### src/rtl/modem_pkg.sv
// Shared constants for the modem handshake block.
// Line order on internal vectors: 0 CTS, 1 DSR, 2 RI, 3 DCD.
package modem_pkg;
    localparam int N_LINES   = 4;
    localparam int LINE_CTS  = 0;
    localparam int LINE_DSR  = 1;
    localparam int LINE_RI   = 2;
    localparam int LINE_DCD  = 3;
    localparam int CTRL_W    = 5;
    localparam int CTRL_LOOP = 4;
    localparam int DATA_W    = 8;

    typedef enum logic {
        SEL_CTRL = 1'b0,
        SEL_STAT = 1'b1
    } reg_sel_e;
endpackage

### src/rtl/modem_sync.sv
// Multi-stage synchronizer for asynchronous pins.
// Assumes STAGES >= 2; the reset value matches the pins' idle level.
module modem_sync #(
    parameter int              WIDTH     = 4,
    parameter int              STAGES    = 2,
    parameter logic [WIDTH-1:0] RESET_VAL = '1
) (
    input  logic             clk,
    input  logic             rst_n,
    input  logic [WIDTH-1:0] d_i,
    output logic [WIDTH-1:0] q_o
);
    logic [STAGES-1:0][WIDTH-1:0] stage_q;

    // Shift the pin sample through the flop chain.
    always_ff @(posedge clk) begin
        if (!rst_n) begin
            stage_q <= {STAGES{RESET_VAL}};
        end else begin
            stage_q[0] <= d_i;
            for (int s = 1; s < STAGES; s++) begin
                stage_q[s] <= stage_q[s-1];
            end
        end
    end

    assign q_o = stage_q[STAGES-1];
endmodule

### src/rtl/modem_ctrl_reg.sv
// Host-writable control register. Assumes writes are one-cycle strobes;
// a write aimed at the other register is dropped.
module modem_ctrl_reg
    import modem_pkg::*;
#(
    parameter int W = CTRL_W
) (
    input  logic          clk,
    input  logic          rst_n,
    input  logic          wr_en,
    input  reg_sel_e      sel,
    input  logic [W-1:0]  wdata,
    output logic [W-1:0]  ctrl_q
);
    // Capture write data when the control register is addressed.
    always_ff @(posedge clk) begin
        if (!rst_n) begin
            ctrl_q <= '0;
        end else if (wr_en && sel == SEL_CTRL) begin
            ctrl_q <= wdata;
        end
    end

    p_ctrl_wr_r2: assert property (@(posedge clk) disable iff (!rst_n)
        (wr_en && sel == SEL_CTRL) |=> (ctrl_q == $past(wdata)));

    p_stat_wr_ign_r13: assert property (@(posedge clk) disable iff (!rst_n)
        (wr_en && sel == SEL_STAT) |=> $stable(ctrl_q));
endmodule

### src/rtl/modem_delta.sv
// Sticky change flags per monitored line. Lines marked in TRAIL_MASK
// flag only the active-to-inactive transition. A set in the same cycle
// as a clear wins, so no change is lost.
module modem_delta #(
    parameter int               WIDTH      = 4,
    parameter logic [WIDTH-1:0] TRAIL_MASK = 4'b0100
) (
    input  logic             clk,
    input  logic             rst_n,
    input  logic [WIDTH-1:0] cur_i,
    input  logic             clr_i,
    output logic [WIDTH-1:0] flag_o
);
    logic [WIDTH-1:0] prev_q;
    logic [WIDTH-1:0] flag_q;
    logic [WIDTH-1:0] set_w;

    // Remember the state seen in the previous cycle.
    always_ff @(posedge clk) begin
        if (!rst_n) prev_q <= '0;
        else        prev_q <= cur_i;
    end

    for (genvar i = 0; i < WIDTH; i++) begin : g_line
        if (TRAIL_MASK[i]) begin : g_trail
            // Flag only when the line drops from active to inactive.
            assign set_w[i] = prev_q[i] && !cur_i[i];

            p_trail_only_r5: assert property (@(posedge clk) disable iff (!rst_n)
                $rose(flag_q[i]) |-> ($past(prev_q[i]) && !$past(cur_i[i])));
        end else begin : g_any
            // Flag on either transition.
            assign set_w[i] = prev_q[i] ^ cur_i[i];
        end

        // Sticky flag with set priority over clear.
        always_ff @(posedge clk) begin
            if (!rst_n) flag_q[i] <= 1'b0;
            else        flag_q[i] <= set_w[i] | (flag_q[i] & ~clr_i);
        end

        p_flag_hold_r8: assert property (@(posedge clk) disable iff (!rst_n)
            (flag_q[i] && !clr_i) |=> flag_q[i]);
    end

    assign flag_o = flag_q;

    p_clear_r6: assert property (@(posedge clk) disable iff (!rst_n)
        (clr_i && !(|set_w)) |=> (flag_q == '0));
endmodule

### src/rtl/modem_ctl_top.sv
// Modem handshake control, status with change detection, and loopback.
// Assumes pins are asynchronous to clk and idle high; rdata is
// combinational from the selected register.
module modem_ctl_top
    import modem_pkg::*;
#(
    parameter int SYNC_STAGES = 2
) (
    input  logic              clk,
    input  logic              rst_n,
    input  logic              reg_sel,
    input  logic              wr_en,
    input  logic              rd_en,
    input  logic [DATA_W-1:0] wdata,
    output logic [DATA_W-1:0] rdata,
    input  logic              tx_serial_in,
    output logic              rx_serial_out,
    output logic              sout_pin,
    input  logic              sin_pin,
    output logic              rts_n,
    output logic              dtr_n,
    output logic              gp1_n,
    output logic              gp2_n,
    input  logic              cts_n,
    input  logic              dsr_n,
    input  logic              ri_n,
    input  logic              dcd_n,
    output logic              msi_req
);
    localparam logic [N_LINES-1:0] RI_MASK = N_LINES'(1) << LINE_RI;

    reg_sel_e           sel;
    logic [CTRL_W-1:0]  ctrl_q;
    logic [N_LINES-1:0] pins_n;
    logic [N_LINES-1:0] pins_sync_n;
    logic [N_LINES-1:0] cur_state;
    logic [N_LINES-1:0] flags;
    logic               loop_on;
    logic               stat_clr;
    logic               unused_wdata;

    assign sel          = reg_sel_e'(reg_sel);
    assign unused_wdata = ^wdata[DATA_W-1:CTRL_W];
    assign loop_on      = ctrl_q[CTRL_LOOP];
    assign stat_clr     = rd_en && sel == SEL_STAT;
    assign pins_n       = {dcd_n, ri_n, dsr_n, cts_n};

    modem_ctrl_reg #(.W(CTRL_W)) u_ctrl (
        .clk    (clk),
        .rst_n  (rst_n),
        .wr_en  (wr_en),
        .sel    (sel),
        .wdata  (wdata[CTRL_W-1:0]),
        .ctrl_q (ctrl_q)
    );

    modem_sync #(.WIDTH(N_LINES), .STAGES(SYNC_STAGES), .RESET_VAL('1)) u_sync (
        .clk   (clk),
        .rst_n (rst_n),
        .d_i   (pins_n),
        .q_o   (pins_sync_n)
    );

    // Present line state: control bits in loopback, inverted pins otherwise.
    always_comb begin
        if (loop_on) cur_state = ctrl_q[N_LINES-1:0];
        else         cur_state = ~pins_sync_n;
    end

    modem_delta #(.WIDTH(N_LINES), .TRAIL_MASK(RI_MASK)) u_delta (
        .clk    (clk),
        .rst_n  (rst_n),
        .cur_i  (cur_state),
        .clr_i  (stat_clr),
        .flag_o (flags)
    );

    // Handshake pins: inverted control bits, parked high in loopback.
    always_comb begin
        rts_n = loop_on | ~ctrl_q[0];
        dtr_n = loop_on | ~ctrl_q[1];
        gp1_n = loop_on | ~ctrl_q[2];
        gp2_n = loop_on | ~ctrl_q[3];
    end

    // Serial routing: mark on the pin and transmit turned back in loopback.
    always_comb begin
        sout_pin      = loop_on ? 1'b1 : tx_serial_in;
        rx_serial_out = loop_on ? tx_serial_in : sin_pin;
    end

    // Read mux for the two registers.
    always_comb begin
        if (sel == SEL_STAT) rdata = {cur_state, flags};
        else                 rdata = {{(DATA_W-CTRL_W){1'b0}}, ctrl_q};
    end

    assign msi_req = |flags;

    p_loop_park_r9: assert property (@(posedge clk) disable iff (!rst_n)
        loop_on |-> (sout_pin && rts_n && dtr_n && gp1_n && gp2_n
                     && rx_serial_out == tx_serial_in));

    p_normal_route_r11: assert property (@(posedge clk) disable iff (!rst_n)
        !loop_on |-> (sout_pin == tx_serial_in && rx_serial_out == sin_pin));

    p_msi_hold_r8: assert property (@(posedge clk) disable iff (!rst_n)
        (msi_req && !stat_clr) |=> msi_req);

    p_ctrl_rd_keep_r12: assert property (@(posedge clk) disable iff (!rst_n)
        (rd_en && sel == SEL_CTRL && msi_req) |=> msi_req);
endmodule

### config.mk
export PLATFORM = sky130hd
export DESIGN_NAME = modem_ctl_top
export DESIGN_NICKNAME = d
export VERILOG_FILES = /design/src/rtl/modem_pkg.sv /design/src/rtl/modem_sync.sv /design/src/rtl/modem_ctrl_reg.sv /design/src/rtl/modem_delta.sv /design/src/rtl/modem_ctl_top.sv
export SDC_FILE = /design/constraint.sdc
export NUM_CORES = 1
export LEC_CHECK = 0
export CAP_MARGIN = 20
export CORE_MARGIN = 1.5
export CORE_UTILIZATION = 45
export DETAILED_ROUTE_END_ITERATION = 8
export PLACE_DENSITY = 0.82
export SLEW_MARGIN = 20
export SYNTH_ARGS = -nofsm -noshare
export SYNTH_HDL_FRONTEND = slang
export SYNTH_SLANG_ARGS = --single-unit
### constraint.sdc
create_clock -name clk -period 3.3 [get_ports clk]
set_input_delay 0.66 -clock clk [delete_from_list [all_inputs] [get_ports clk]]
set_output_delay 0.66 -clock clk [all_outputs]
set_load 0.05 [all_outputs]
==> results of run 1 <==
[cells by family after synthesis]
kind of cell / after synthesis / share of synthesized area
flip-flops: 21 / 0.4680
buffers and inverters: 7 / 0.04318
AO/OA/AOI/OAI: 8 / 0.06544
AND/OR/NAND/NOR: 47 / 0.3008
multiplexers: 10 / 0.1226
[per-stage QoR]
step | cell area (um^2) | util
after floorplan | 898.4 | -
after global placement | 1199 | 0.6653
after detailed placement | 1199 | 0.6653
after CTS | 1226 | 0.6806
after global routing | 1226 | 0.6806
final | 1226 | 0.6806
[cell type report]
cell class              instances  share of cell area
flip-flops and latches         21              0.3429
well taps                      25             0.02551
clock buffers                   3             0.01837
multi-input cells              65              0.3582
repair buffers                 32              0.2449
inverters                       2            0.006122
clock inverters                 1            0.004082
[registers in the layout, summed over array words and instances, names as in the netlist]
register / count
u_delta.prev_q: 4
u_ctrl.ctrl_q: 5
u_sync.q_o: 4
u_sync.stage_q: 4
u_delta.flag_o: 4
[path summary, 6_finish.rpt]
path / startpoint / to / slack [ps] / cells after the start
worst min register to register: u_sync.stage_q[3] / u_sync.q_o[3] / 420 / 1
worst max register to register: u_ctrl.ctrl_q[4] / u_delta.flag_o[1] / 2060 / 3
worst max-delay path: reg_sel / rdata[0] / 280 / 3
worst min-delay path: u_sync.stage_q[3] / u_sync.q_o[3] / 420 / 1
[where the power goes]
part,switching (uW),internal [uW],total (uW),leakage (uW)
clock,76.7,45.1,122,0.0000177
sequential,10.1,268,279,0.000173
combinational,81.7,61.5,143,0.000310
total,169,375,544,0.000501
[routing by layer]
| layer | wire length (um) | global-route usage | share of wire | up-vias |
|---|---|---|---|---|
| met3 | 126 | 0.05660 | 0.067 | 0 |
| li1 | - | - | - | 374 |
| met4 | 0 | 0.06486 | 0 | 0 |
| met1 | 829 | 0.2093 | 0.44 | 332 |
| met2 | 914 | 0.3200 | 0.49 | 26 |
| met5 | 0 | 0 | 0 | - |
[cells in the mapped netlist, drive strengths merged]
library cell | number | area share
dfxtp | 21 | 0.47
nand2b | 16 | 0.11
nand2 | 6 | 0.025
buf | 5 | 0.035
mux2 | 5 | 0.067
mux2i | 5 | 0.056
nor2 | 5 | 0.021
and2 | 4 | 0.028
and3 | 3 | 0.021
nand3 | 3 | 0.017
nor2b | 3 | 0.021
o211ai | 3 | 0.031
a21oi | 2 | 0.011
inv | 2 | 0.0084
nand4b | 2 | 0.020
o21ai | 2 | 0.011
a2111o | 1 | 0.013
and2b | 1 | 0.0084
nor3 | 1 | 0.0056
nor3b | 1 | 0.0084
or2 | 1 | 0.0070
or4 | 1 | 0.0084
==> impl_metrics.toml, run 1 <==
[logic_synthesis]
yosysSeqAreaShare = 0.4680
yosys_warnings = 0
avgSynthCellArea_um2 = 9.660
postSynthCellCount = 93
netlist_area_um2 = 898.4
ys_ff_latch = 21
ys_types = 27
synth_nets = 112

[timing]
maxSlewHeadroom = 0.6339
min_period_ps = 3025
fin_ws_ps = 275.4
maxClockFrequency_mhz = 330.6
whs_ps = 419.3
finalSetupViolations = 0
final.period_utilization = 0.9166
grt_setup_unrepaired = "false"
skew_ps = 4.860
hold_viol = 0
setup_tns_ps = 0
worstMarginPinSlew_ps = 548.1
slew_violations = 0

[clock_network]
cts_tree = "yes"
clk_latency_ps = 300
htreeDepth = 1
clockBufferDepth = 2
numCtsBuffers = 3
hold_buffers = 0
cts_sinks = 21
clkSlewWorstSetupHoldPaths_ps = 120
cts-root-buf = "clkbuf_4"
postCtsSetupBuffers = 0
cts_resized = 0

[setup_path]
critPathBufInv = 2
path_max_fanout = 6
crit_top_cell = "clkdlybuf4s50_1"
cp_data_arrival_time_ps = 2360
cp_top_family = "buffers and inverters"
critPathKind = "in -> out"
end_kind = "primary output"
critPathRequiredTime_ps = 2640
critical-path-max-stage-delay_ps = 700
crit_slowest_cell = "clkdlybuf4s50_1"
start_kind = "primary input"
crit_chain = "clkdlybuf4s50_1 > mux2_2 > clkdlybuf4s50_1"

[global_route]
grt_overflow = 0
grt_max_degree = 20
grt_pass1_wl_mm = 2.863
grt_usage = 0.1830
antenna_found_initial = 0
grt_pass1_vias = 656

[finish]
drive_above_1_share = 0.1371
syn_to_final_growth_pct = 36.49
final-seq-area_um2 = 420.4
num_antenna_cells = 0
layout_common_cells = "clkdlybuf4s50_1, dfxtp_1, nand2b_1, buf_4, nand2_1"
layout.nets = 144
stdcell_count = 149
multi_input_area_um2 = 439.2
fillCellCount = 154
mostFrequentLayoutCell = "clkdlybuf4s50_1"

[placed_design]
post-place-ws_ps = 264.3
dp_hpwl_mm = 1.388
gp_congestion = 0.7867
portBuffers = 30
place_inst = 145

[flow_run]
drv_cap = 0

[floorplanning]
die_x_um = 47.68
dieArea_mm2 = 0.002273
rows = 15
start_util = 0.4986
io_pins = 34
die_height_um = 47.68
core_area_mm2 = 0.001802

[pwr]
ir_worst_vdd_v = 0.0002611
power.total_uw = 543.6
p_leak_uw = 0.0005010
p_per_area_mw_per_mm2 = 443.3

[routing]
wirelength_mm = 1.870
firstDrtPassIters = 4
wl_per_cell_um = 12.55
first_iter_violations = 9
num_vias = 732
drc_errors = 0
ant_nets = 0
avgViaCountPerCell = 4.913

[worst_hold_path]
hp-class = "reg -> reg"

[run_status]
status = "finished clean"
Note: power is estimated with default switching activity, not from simulation.
==> run 2: changes to the inputs <==
--- a/config.mk
+++ b/config.mk
@@ -9,7 +9,7 @@
 export CORE_MARGIN = 1.5
 export CORE_UTILIZATION = 45
 export DETAILED_ROUTE_END_ITERATION = 8
-export PLACE_DENSITY = 0.82
+export DONT_BUFFER_PORTS = 1
 export SLEW_MARGIN = 20
 export SYNTH_ARGS = -nofsm -noshare
 export SYNTH_HDL_FRONTEND = slang
==> impl_metrics.toml, run 2 (synthesized netlist as in run 1, its figures left out) <==
[floorplanning]
die_height_um = 47.68
core_area_mm2 = 0.001802
die_x_um = 47.68
io_pins = 34
dieArea_mm2 = 0.002273
rows = 15
start_util = 0.4986

[placed_design]
gp_congestion = 0.7047
portBuffers = 0
dp_hpwl_mm = 1.098
post-place-ws_ps = 1124

[setup_path]
rrSetupSlack_ps = 2030
critPathRequiredTime_ps = 2640
critPathKind = "reg -> out"
end_kind = "primary output"
start_kind = "flop"
path_max_fanout = 17
cp_data_arrival_time_ps = 1850

[finish]
regMostFlops = "u_ctrl.ctrl_q"
drive_above_1_share = 0.1183
layout_common_cells = "dfxtp_1, nand2b_1, nand2_1, mux2i_1, nor2_1"
num_antenna_cells = 0
largest_register_ffs = 5
layout.nets = 113
final_util = 0.5208
syn_to_final_growth_pct = 4.457
mostFrequentLayoutCell = "dfxtp_1"

[clock_network]
postCtsSetupBuffers = 0
cts_resized = 0
htreeDepth = 1
cts-root-buf = "clkbuf_4"
cts_sinks = 21
clk_latency_ps = 310
hold_buffers = 0
numCtsBuffers = 3
cts_tree = "yes"
clockBufferDepth = 2
clkSlewWorstSetupHoldPaths_ps = 120

[pwr]
p_per_area_mw_per_mm2 = 531.8
power.total_uw = 499.0
p_leak_uw = 0.0003717
ir_worst_vdd_v = 0.0002604

[timing]
grt_setup_unrepaired = "false"
fin_ws_ps = 788.6
slew_violations = 0
final.period_utilization = 0.7610
worstMarginPinSlew_ps = 826.2
maxSlewHeadroom = 0.4468
min_period_ps = 2511
skew_ps = 7.463
maxClockFrequency_mhz = 398.2
setup_tns_ps = 0
finalSetupViolations = 0
hold_viol = 0

[global_route]
grt_max_degree = 21
grt_overflow = 0
grt_pass1_wl_mm = 2.373
antenna_found_initial = 0
grt_usage = 0.1548
grt_pass1_vias = 576

[worst_hold_path]
hp-class = "in -> reg"

[routing]
first_iter_violations = 10
wl_per_cell_um = 13.59
avgViaCountPerCell = 5.373
wirelength_mm = 1.604
num_vias = 634
firstDrtPassIters = 2
ant_nets = 0
drc_errors = 0

[flow_run]
drv_cap = 0

[run_status]
status = "finished clean"
==> run 2: final timing paths <==
path / startpoint / end / depth (start not counted)
max: u_ctrl.ctrl_q[4] / rdata[6] / 2
min: rst_n / u_sync.q_o[2] / 1
max reg2reg: u_ctrl.ctrl_q[4] / u_delta.flag_o[3] / 3
min reg2reg: u_sync.stage_q[3] / u_sync.q_o[3] / 1
==> run 2: critical path: stages (launching register included) <==
cell	delay [ps]
dfxtp_1	680
nor2b_1	160
nor3b_2	710
==> run 2: cell type report <==
cell class | instances | area [um^2]
inverters | 2 | 7.507
well taps | 25 | 31.28
fillers | 186 | 863.3
repair buffers | 1 | 7.507
clock buffers | 3 | 22.52
multi-input cells | 65 | 444.2
clock inverters | 1 | 5.005
flip-flops and latches | 21 | 420.4
==> run 2: report_power, final <==
part	switching, uW	total [uW]	internal (uW)
clock	78.4	124	45.3
combinational	70.4	97.1	26.7
sequential	9.83	278	268
==> run 2: stage by stage <==
step / hold slack [ps] / instances / cell area, um^2
floorplan: 386.3 / 93 / 898.4
global placement: 389.9 / 114 / 910.9
detailed placement: 394.0 / 114 / 910.9
CTS: 405.3 / 118 / 938.4
global route: 402.2 / 118 / 938.4
finish: 412.7 / 118 / 938.4
==> run 2: layer usage <==
layer | GRT usage | routed length, um | vias up | share of wire
met3 | 0.02642 | 90 | 4 | 0.056
met1 | 0.1546 | 719 | 295 | 0.45
met2 | 0.2827 | 751 | 22 | 0.47
li1 | - | - | 313 | -
met5 | 0 | 0 | - | 0
met4 | 0.1135 | 42 | 0 | 0.026
